===== src/rtl/fdm_pkg.sv =====
package fdm_pkg;
  typedef struct packed {
    logic sub;
    logic xchg;
    logic sat;
    logic q31;
  } fdm_mode_t;

  function automatic logic [63:0] sext_lane(input logic [15:0] v);
    return {{48{v[15]}}, v};
  endfunction
endpackage


===== src/rtl/fdm_lane_mul.sv =====
module fdm_lane_mul #(
  parameter int LANE_W = 16,
  parameter int ACC_W  = 64
) (
  input  logic [LANE_W-1:0] a,
  input  logic [LANE_W-1:0] b,
  input  logic              q31,
  output logic [ACC_W-1:0]  prod,
  output logic              ovf
);
  localparam int PW = 2 * LANE_W;
  localparam logic [LANE_W-1:0] L_MIN = {1'b1, {(LANE_W-1){1'b0}}};
  localparam logic [ACC_W-1:0] W_MAX = {1'b0, {(ACC_W-1){1'b1}}};
  localparam logic [ACC_W-1:0] N_MAX = {{(ACC_W-PW+1){1'b0}}, {(PW-1){1'b1}}};

  logic signed [PW-1:0] raw;
  logic signed [PW-1:0] dbl;

  always_comb begin
    raw = $signed(a) * $signed(b);
    dbl = raw <<< 1;
    ovf = (a == L_MIN) && (b == L_MIN);
    if (ovf) prod = q31 ? N_MAX : W_MAX;
    else     prod = {{(ACC_W-PW){dbl[PW-1]}}, dbl};
  end
endmodule


===== src/rtl/fdm_dot.sv =====
module fdm_dot #(
  parameter int LANES  = 2,
  parameter int LANE_W = 16,
  parameter int ACC_W  = 64
) (
  input  logic [LANES*LANE_W-1:0] a,
  input  logic [LANES*LANE_W-1:0] b,
  input  fdm_pkg::fdm_mode_t      mode,
  output logic [ACC_W-1:0]        term,
  output logic                    prod_ovf
);
  logic [LANES-1:0][ACC_W-1:0] prods;
  logic [LANES-1:0]            lane_ovf;

  for (genvar i = 0; i < LANES; i++) begin : g_lane
    logic [LANE_W-1:0] a_pick;
    assign a_pick = mode.xchg ? a[(LANES-1-i)*LANE_W +: LANE_W]
                              : a[i*LANE_W +: LANE_W];
    fdm_lane_mul #(.LANE_W(LANE_W), .ACC_W(ACC_W)) u_mul (
      .a    (a_pick),
      .b    (b[i*LANE_W +: LANE_W]),
      .q31  (mode.q31),
      .prod (prods[i]),
      .ovf  (lane_ovf[i])
    );
  end

  logic [ACC_W-1:0] total;
  always_comb begin
    total = '0;
    for (int i = 0; i < LANES; i++) total = total + prods[i];
    term     = mode.sub ? (~total + 1'b1) : total;
    prod_ovf = |lane_ovf;
  end
endmodule


===== src/rtl/fdm_acc_sat.sv =====
module fdm_acc_sat #(
  parameter int ACC_W    = 64,
  parameter int NARROW_W = 32
) (
  input  logic             clk,
  input  logic             rst_n,
  input  logic             chk,
  input  logic [ACC_W-1:0] acc,
  input  logic [ACC_W-1:0] term,
  input  logic             sat,
  input  logic             q31,
  output logic [ACC_W-1:0] nxt,
  output logic             ovf
);
  localparam int MSB = ACC_W - 1;
  localparam logic [ACC_W-1:0] W_MAX = {1'b0, {(ACC_W-1){1'b1}}};
  localparam logic [ACC_W-1:0] W_MIN = ~W_MAX;
  localparam logic [ACC_W-1:0] N_MAX = {{(ACC_W-NARROW_W+1){1'b0}}, {(NARROW_W-1){1'b1}}};
  localparam logic [ACC_W-1:0] N_MIN = ~N_MAX;

  logic [ACC_W-1:0] sum;
  logic wide_wrap, above, below;

  always_comb begin
    sum       = acc + term;
    wide_wrap = (acc[MSB] == term[MSB]) && (sum[MSB] != acc[MSB]);
    above     = $signed(sum) > $signed(N_MAX);
    below     = $signed(sum) < $signed(N_MIN);
    nxt = sum;
    ovf = 1'b0;
    if (sat) begin
      if (!q31) begin
        if (wide_wrap) begin
          ovf = 1'b1;
          nxt = acc[MSB] ? W_MIN : W_MAX;
        end
      end else if (above) begin
        ovf = 1'b1;
        nxt = N_MAX;
      end else if (below) begin
        ovf = 1'b1;
        nxt = N_MIN;
      end
    end
  end

  assert_q31_range_R7: assert property (@(posedge clk) disable iff (!rst_n)
    (chk && sat && q31) |-> ($signed(nxt) <= $signed(N_MAX) && $signed(nxt) >= $signed(N_MIN)));

  assert_wide_sign_R6: assert property (@(posedge clk) disable iff (!rst_n)
    (chk && sat && !q31 && acc[MSB] == term[MSB]) |-> (nxt[MSB] == acc[MSB]));

  assert_nosat_noflag_R8: assert property (@(posedge clk) disable iff (!rst_n)
    (chk && !sat) |-> !ovf);
endmodule


===== src/rtl/fdm_acc_bank.sv =====
module fdm_acc_bank #(
  parameter int N_ACC = 4,
  parameter int ACC_W = 64,
  localparam int SEL_W = $clog2(N_ACC)
) (
  input  logic             clk,
  input  logic             rst_n,
  input  logic             wr_en,
  input  logic [SEL_W-1:0] wr_sel,
  input  logic [ACC_W-1:0] wr_data,
  input  logic             wr_ovf,
  input  logic [SEL_W-1:0] rd_sel,
  output logic [ACC_W-1:0] rd_data,
  output logic [ACC_W-1:0] sel_data,
  output logic [N_ACC-1:0] flags
);
  logic [N_ACC-1:0][ACC_W-1:0] acc_q;
  logic [N_ACC-1:0]            flag_q;

  for (genvar k = 0; k < N_ACC; k++) begin : g_ent
    always_ff @(posedge clk or negedge rst_n) begin
      if (!rst_n) begin
        acc_q[k]  <= '0;
        flag_q[k] <= 1'b0;
      end else if (wr_en && wr_sel == SEL_W'(k)) begin
        acc_q[k] <= wr_data;
        if (wr_ovf) flag_q[k] <= 1'b1;
      end
    end
  end

  assign rd_data  = acc_q[rd_sel];
  assign sel_data = acc_q[wr_sel];
  assign flags    = flag_q;

  assert_sticky_R9: assert property (@(posedge clk) disable iff (!rst_n)
    1'b1 |=> ((flag_q & $past(flag_q)) == $past(flag_q)));

  assert_flag_single_R9: assert property (@(posedge clk) disable iff (!rst_n)
    1'b1 |=> ($countones(flag_q ^ $past(flag_q)) <= 1));

  assert_hold_R10: assert property (@(posedge clk) disable iff (!rst_n)
    !wr_en |=> $stable(acc_q));
endmodule


===== src/rtl/frac_dot_mac.sv =====
module frac_dot_mac #(
  parameter int LANES  = 2,
  parameter int LANE_W = 16,
  parameter int N_ACC  = 4,
  parameter int ACC_W  = 64,
  localparam int WORD_W = LANES * LANE_W,
  localparam int SEL_W  = $clog2(N_ACC)
) (
  input  logic              clk,
  input  logic              rst_n,
  input  logic              in_valid,
  output logic              in_ready,
  input  logic [WORD_W-1:0] in_a,
  input  logic [WORD_W-1:0] in_b,
  input  logic [SEL_W-1:0]  in_sel,
  input  logic              in_sub,
  input  logic              in_xchg,
  input  logic              in_sat,
  input  logic              in_q31,
  input  logic [SEL_W-1:0]  rd_sel,
  output logic [ACC_W-1:0]  rd_acc,
  output logic              res_valid,
  output logic [ACC_W-1:0]  res_acc,
  output logic              res_ovf,
  output logic [N_ACC-1:0]  ovf_flags
);
  import fdm_pkg::*;

  localparam logic [LANE_W-1:0] L_MIN = {1'b1, {(LANE_W-1){1'b0}}};

  fdm_mode_t        mode;
  logic             rdy_q, fire;
  logic [ACC_W-1:0] term, cur, nxt;
  logic             prod_ovf, sat_ovf, any_ovf;

  assign mode     = '{sub: in_sub, xchg: in_xchg, sat: in_sat, q31: in_q31};
  assign in_ready = rdy_q;
  assign fire     = in_valid && rdy_q;
  assign any_ovf  = prod_ovf || sat_ovf;

  always_ff @(posedge clk or negedge rst_n) begin
    if (!rst_n) rdy_q <= 1'b0;
    else        rdy_q <= 1'b1;
  end

  fdm_dot #(.LANES(LANES), .LANE_W(LANE_W), .ACC_W(ACC_W)) u_dot (
    .a(in_a), .b(in_b), .mode(mode), .term(term), .prod_ovf(prod_ovf)
  );

  fdm_acc_sat #(.ACC_W(ACC_W), .NARROW_W(2*LANE_W)) u_sat (
    .clk(clk), .rst_n(rst_n), .chk(fire), .acc(cur), .term(term),
    .sat(in_sat), .q31(in_q31), .nxt(nxt), .ovf(sat_ovf)
  );

  fdm_acc_bank #(.N_ACC(N_ACC), .ACC_W(ACC_W)) u_bank (
    .clk(clk), .rst_n(rst_n), .wr_en(fire), .wr_sel(in_sel), .wr_data(nxt),
    .wr_ovf(any_ovf), .rd_sel(rd_sel), .rd_data(rd_acc), .sel_data(cur),
    .flags(ovf_flags)
  );

  always_ff @(posedge clk or negedge rst_n) begin
    if (!rst_n) begin
      res_valid <= 1'b0;
      res_acc   <= '0;
      res_ovf   <= 1'b0;
    end else begin
      res_valid <= fire;
      if (fire) begin
        res_acc <= nxt;
        res_ovf <= any_ovf;
      end
    end
  end

  assert_res_follows_R10: assert property (@(posedge clk) disable iff (!rst_n)
    res_valid |-> $past(fire));

  assert_minmin_flag_R4: assert property (@(posedge clk) disable iff (!rst_n)
    (fire && !in_xchg && in_a[LANE_W-1:0] == L_MIN && in_b[LANE_W-1:0] == L_MIN)
      |=> res_ovf);
endmodule


===== config.mk =====
export PLATFORM = sky130hd
export DESIGN_NAME = frac_dot_mac
export DESIGN_NICKNAME = d
export VERILOG_FILES = /design/src/rtl/fdm_pkg.sv /design/src/rtl/fdm_lane_mul.sv /design/src/rtl/fdm_dot.sv /design/src/rtl/fdm_acc_sat.sv /design/src/rtl/fdm_acc_bank.sv /design/src/rtl/frac_dot_mac.sv
export SDC_FILE = /design/constraint.sdc
export NUM_CORES = 2
export LEC_CHECK = 0
export BUFFER_PORTS_ARGS = -buffer_cell sky130_fd_sc_hd__buf_4
export CORE_MARGIN = 3
export CORE_UTILIZATION = 30
export DETAILED_ROUTE_END_ITERATION = 16
export SETUP_SLACK_MARGIN = 0.15
export SYNTH_ARGS = -nofsm -noshare
export SYNTH_HDL_FRONTEND = slang
export SYNTH_SLANG_ARGS = --single-unit

===== constraint.sdc =====
create_clock -name clk -period 10.5 [get_ports clk]
set_input_delay 1.575 -clock clk [delete_from_list [all_inputs] [get_ports clk]]
set_output_delay 1.575 -clock clk [all_outputs]
set_load 0.1 [all_outputs]

==> flow_metrics.py <==
metrics = {
    "die": {
        "core_area_sq_um": 142000,
        "die_area_sq_um": 148000,
        "num_rows": 138,
        "initial_utilization_pct": 30.3,
        "die_h_microns": 384,
        "io_pins": 210,
        "die_width_microns": 384,
    },
    "clock_tree": {
        "clock_latency_ps": 540,
        "cts_buffers": 35,
        "ctsHoldBuffers": 0,
        "clockRootBuffer": "clkbuf_16",
        "clock-sinks": 327,
        "cts_tree": "yes",
        "clkTransAtPathRegs_ps": 60,
        "clk_path_buf_depth": 3,
        "cts_max_level": 2,
    },
    "setup_path": {
        "start_kind": "primary input",
        "worst_path_largest_cell_delay_ps": 560,
        "critPathMostFrequentCell": "fa_1",
        "cp-end-kind": "flop",
        "slowest_stage": "fa_1",
        "required_ps": 10880,
        "cp.arrival_ps": 14950,
        "r2r_slack_ps": 4210,
        "path_class": "in2reg",
        "r2r_start": "u_bank.acc_q[0]",
        "ff2ff_path_depth": 25,
        "path_max_fanout": 8,
        "r2r-end": "u_bank.acc_q[25]",
    },
    "routing": {
        "wire_per_inst_microns": 18.6,
        "drtIter0Drc": 2906,
        "vias": 37800,
        "ant_nets": 0,
        "remaining_drc_errors": 0,
        "via_per_inst": 4.97,
        "finalWirelength_microns": 141000,
        "drtPass1Iterations": 6,
    },
    "timing": {
        "max_freq_mhz": 68.6,
        "fin_crit_sh_pct": 139,
        "finClkSkew_ps": 25.4,
        "worst_pin_slew_ps": 1130,
        "layout_min_cycle_time_ps": 14570,
        "rsz0062_at_grt": "true",
        "slew_headroom_pct": 24.6,
        "tns_ps": -1277280,
        "final_hold_viol_count": 0,
        "fin_ws_ps": -4070,
        "setup_viol": 325,
        "drv_slew": 0,
    },
    "layout": {
        "seqCellArea_sq_um": 8180,
        "drive_gt1_share_pct": 33.8,
        "multi_input_area_sq_um": 33800,
        "nets": 6548,
        "n_fill_cell": 13700,
        "syn_to_final_growth_pct": 36.4,
    },
    "global_route": {
        "grt_max_degree": 189,
        "grt_pass1_vias": 39500,
        "track_usage_pct": 18.9,
        "grt_pass1_wl_microns": 224000,
        "antenna_found_initial": 3,
        "grt.overflow.total": 0,
    },
    "status": {
        "violations": "setup timing",
        "outcome": "finished with violations",
    },
    "yosys": {
        "postSynthAreaPerCell_sq_um": 9.21,
        "ys_warn_count": 0,
        "synth_flop_cell": "dfrtp_1",
        "ys_types": 94,
        "synth_edf_count": 0,
        "async_flop_share_pct": 100,
        "syn-num-nets": 5506,
        "synth_area_sq_um": 42900,
        "ys_ff_latch": 327,
        "seq_area_frac_synth_pct": 19.1,
        "synth_cells": 4658,
    },
    "min_path": {
        "hold_depth": 2,
        "min_to": "res_acc[50]",
        "hp-start": "res_acc[50]",
        "hold_path_class": "reg2reg",
    },
    "place": {
        "routabilityCongestion": 0.910,
        "portBuffers": 209,
        "dp_hpwl_microns": 108000,
        "dpl_worst_slack_ps": -5020,
    },
    "flow_run": {
        "cap_violations": 0,
    },
}
Yosys cell counts (17+ instances only):
master	instances	area, sq um
inv_1	618	2320
nand2_1	605	2270
fa_1	515	10300
dfrtp_1	327	8180
nor2_1	321	1200
ha_1	258	3230
and2_1	239	1500
clkbuf_1	203	762
o21ai_1	166	831
a211oi_1	163	1220
a21oi_1	134	671
mux4_2	129	2910
o21ai_0	113	566
xnor2_1	111	972
xor2_1	70	613
a21o_1	56	420
nor3_1	53	265
nand3_1	40	200
mux2_2	33	372
mux2i_1	31	310
nand4_1	29	181
buf_1	28	105
nand2b_1	25	156
nor4_1	22	138
or3_1	21	131
o21bai_1	20	150
buf_2	19	95.1
o21a_1	19	143
a211oi_4	18	360
a31oi_1	17	106
timing repair:
item	CTS	global route
pin swaps	100	148
resized for setup	348	195
setup buffers	65	30
setup endpoints to repair	325	325
hold endpoints to repair	0	0
gates cloned	14	9
area by class of cell:
type	count	share of cell area, %
Multi-Input combinational cell	3453	57.7
Clock buffer	43	1.63
Timing Repair Buffer	1265	18.1
Antenna cell	1	0.00428
Inverter	618	3.96
Sequential cell	327	14.0
Clock inverter	14	0.494
Tap cell	1890	4.04
layer usage:
| metal | GRT usage [%] | vias up | share of wire [%] |
|---|---|---|---|
| li1 | - | 17600 | - |
| met1 | 26.9 | 19100 | 45 |
| met2 | 31.3 | 1024 | 47 |
| met3 | 2.15 | 152 | 5.7 |
| met4 | 3.48 | 6 | 1.9 |
| met5 | 0 | - | 0.033 |
cells by family after synthesis:
kind of cell | after synthesis | share of synthesized area (%)
other | 1 | 0.00874
muxes | 193 | 8.36
AOI/OAI and AO/OA | 853 | 13.7
xor gates and xnor gates | 182 | 3.73
DFF | 327 | 19.1
and+or+nand+nor | 1450 | 15.7
buffers and inverters | 878 | 7.86
adders and majority gates | 774 | 31.6
worst max-delay path by stage:
stage	cells after the start	startpoint	end
floorplan	63	in_xchg	res_acc[10]
global placement	58	in_xchg	res_acc[29]
detailed placement	61	in_xchg	u_bank.acc_q[21]
CTS	65	in_xchg	u_bank.acc_q[157]
global route	63	in_xchg	u_bank.acc_q[11]
finish	64	in_xchg	u_bank.acc_q[25]
state kept, by name (all words and copies together), names as in the netlist:
register      flops
in_ready          1
res_acc          64
res_ovf           1
res_valid         1
u_bank.acc_q    256
u_bank.flags      4
critical path, delay by kind of cell:
family / cells / cell delay [ps]
adders and majority gates: 10 / 4200
and+or+nand+nor: 13 / 3070
xor gates and xnor gates: 1 / 120
AOI/OAI and AO/OA: 24 / 3810
buffers and inverters: 15 / 1860
muxes: 1 / 320
cell usage in the layout, fill, tap and decap left out, types with 67 or more instances in the layout:
| cell type | Yosys | layout |
|---|---|---|
| buf_4 | 5 | 1134 |
| ha_1 | 258 | 234 |
| xor2_1 | 70 | 67 |
| xnor2_1 | 111 | 104 |
| a21oi_1 | 134 | 104 |
| mux4_2 | 129 | 129 |
| buf_6 | 4 | 75 |
| nor2_1 | 321 | 283 |
| and2_1 | 239 | 220 |
| fa_1 | 515 | 505 |
| o21ai_0 | 113 | 83 |
| nand2_1 | 605 | 597 |
| a211oi_2 | 7 | 97 |
| inv_1 | 618 | 608 |
| o21ai_1 | 166 | 137 |
| dfrtp_1 | 327 | 327 |
through the flow:
stage | util (%) | hold slack, ps | instances | area, sq um
4_1_cts | 40.4 | 491 | 7571 | 57200
6_report | 41.3 | 486 | 7611 | 58500
3_3_place_gp | 37.8 | 470 | 7435 | 53600
2_1_floorplan | - | 461 | 4658 | 43600
5_1_grt | 41.3 | 516 | 7610 | 58500
3_5_place_dp | 37.8 | 477 | 7435 | 53600
Power is not shown: default switching activity piles up to over one toggle a cycle in this logic, so the estimate is an artifact.
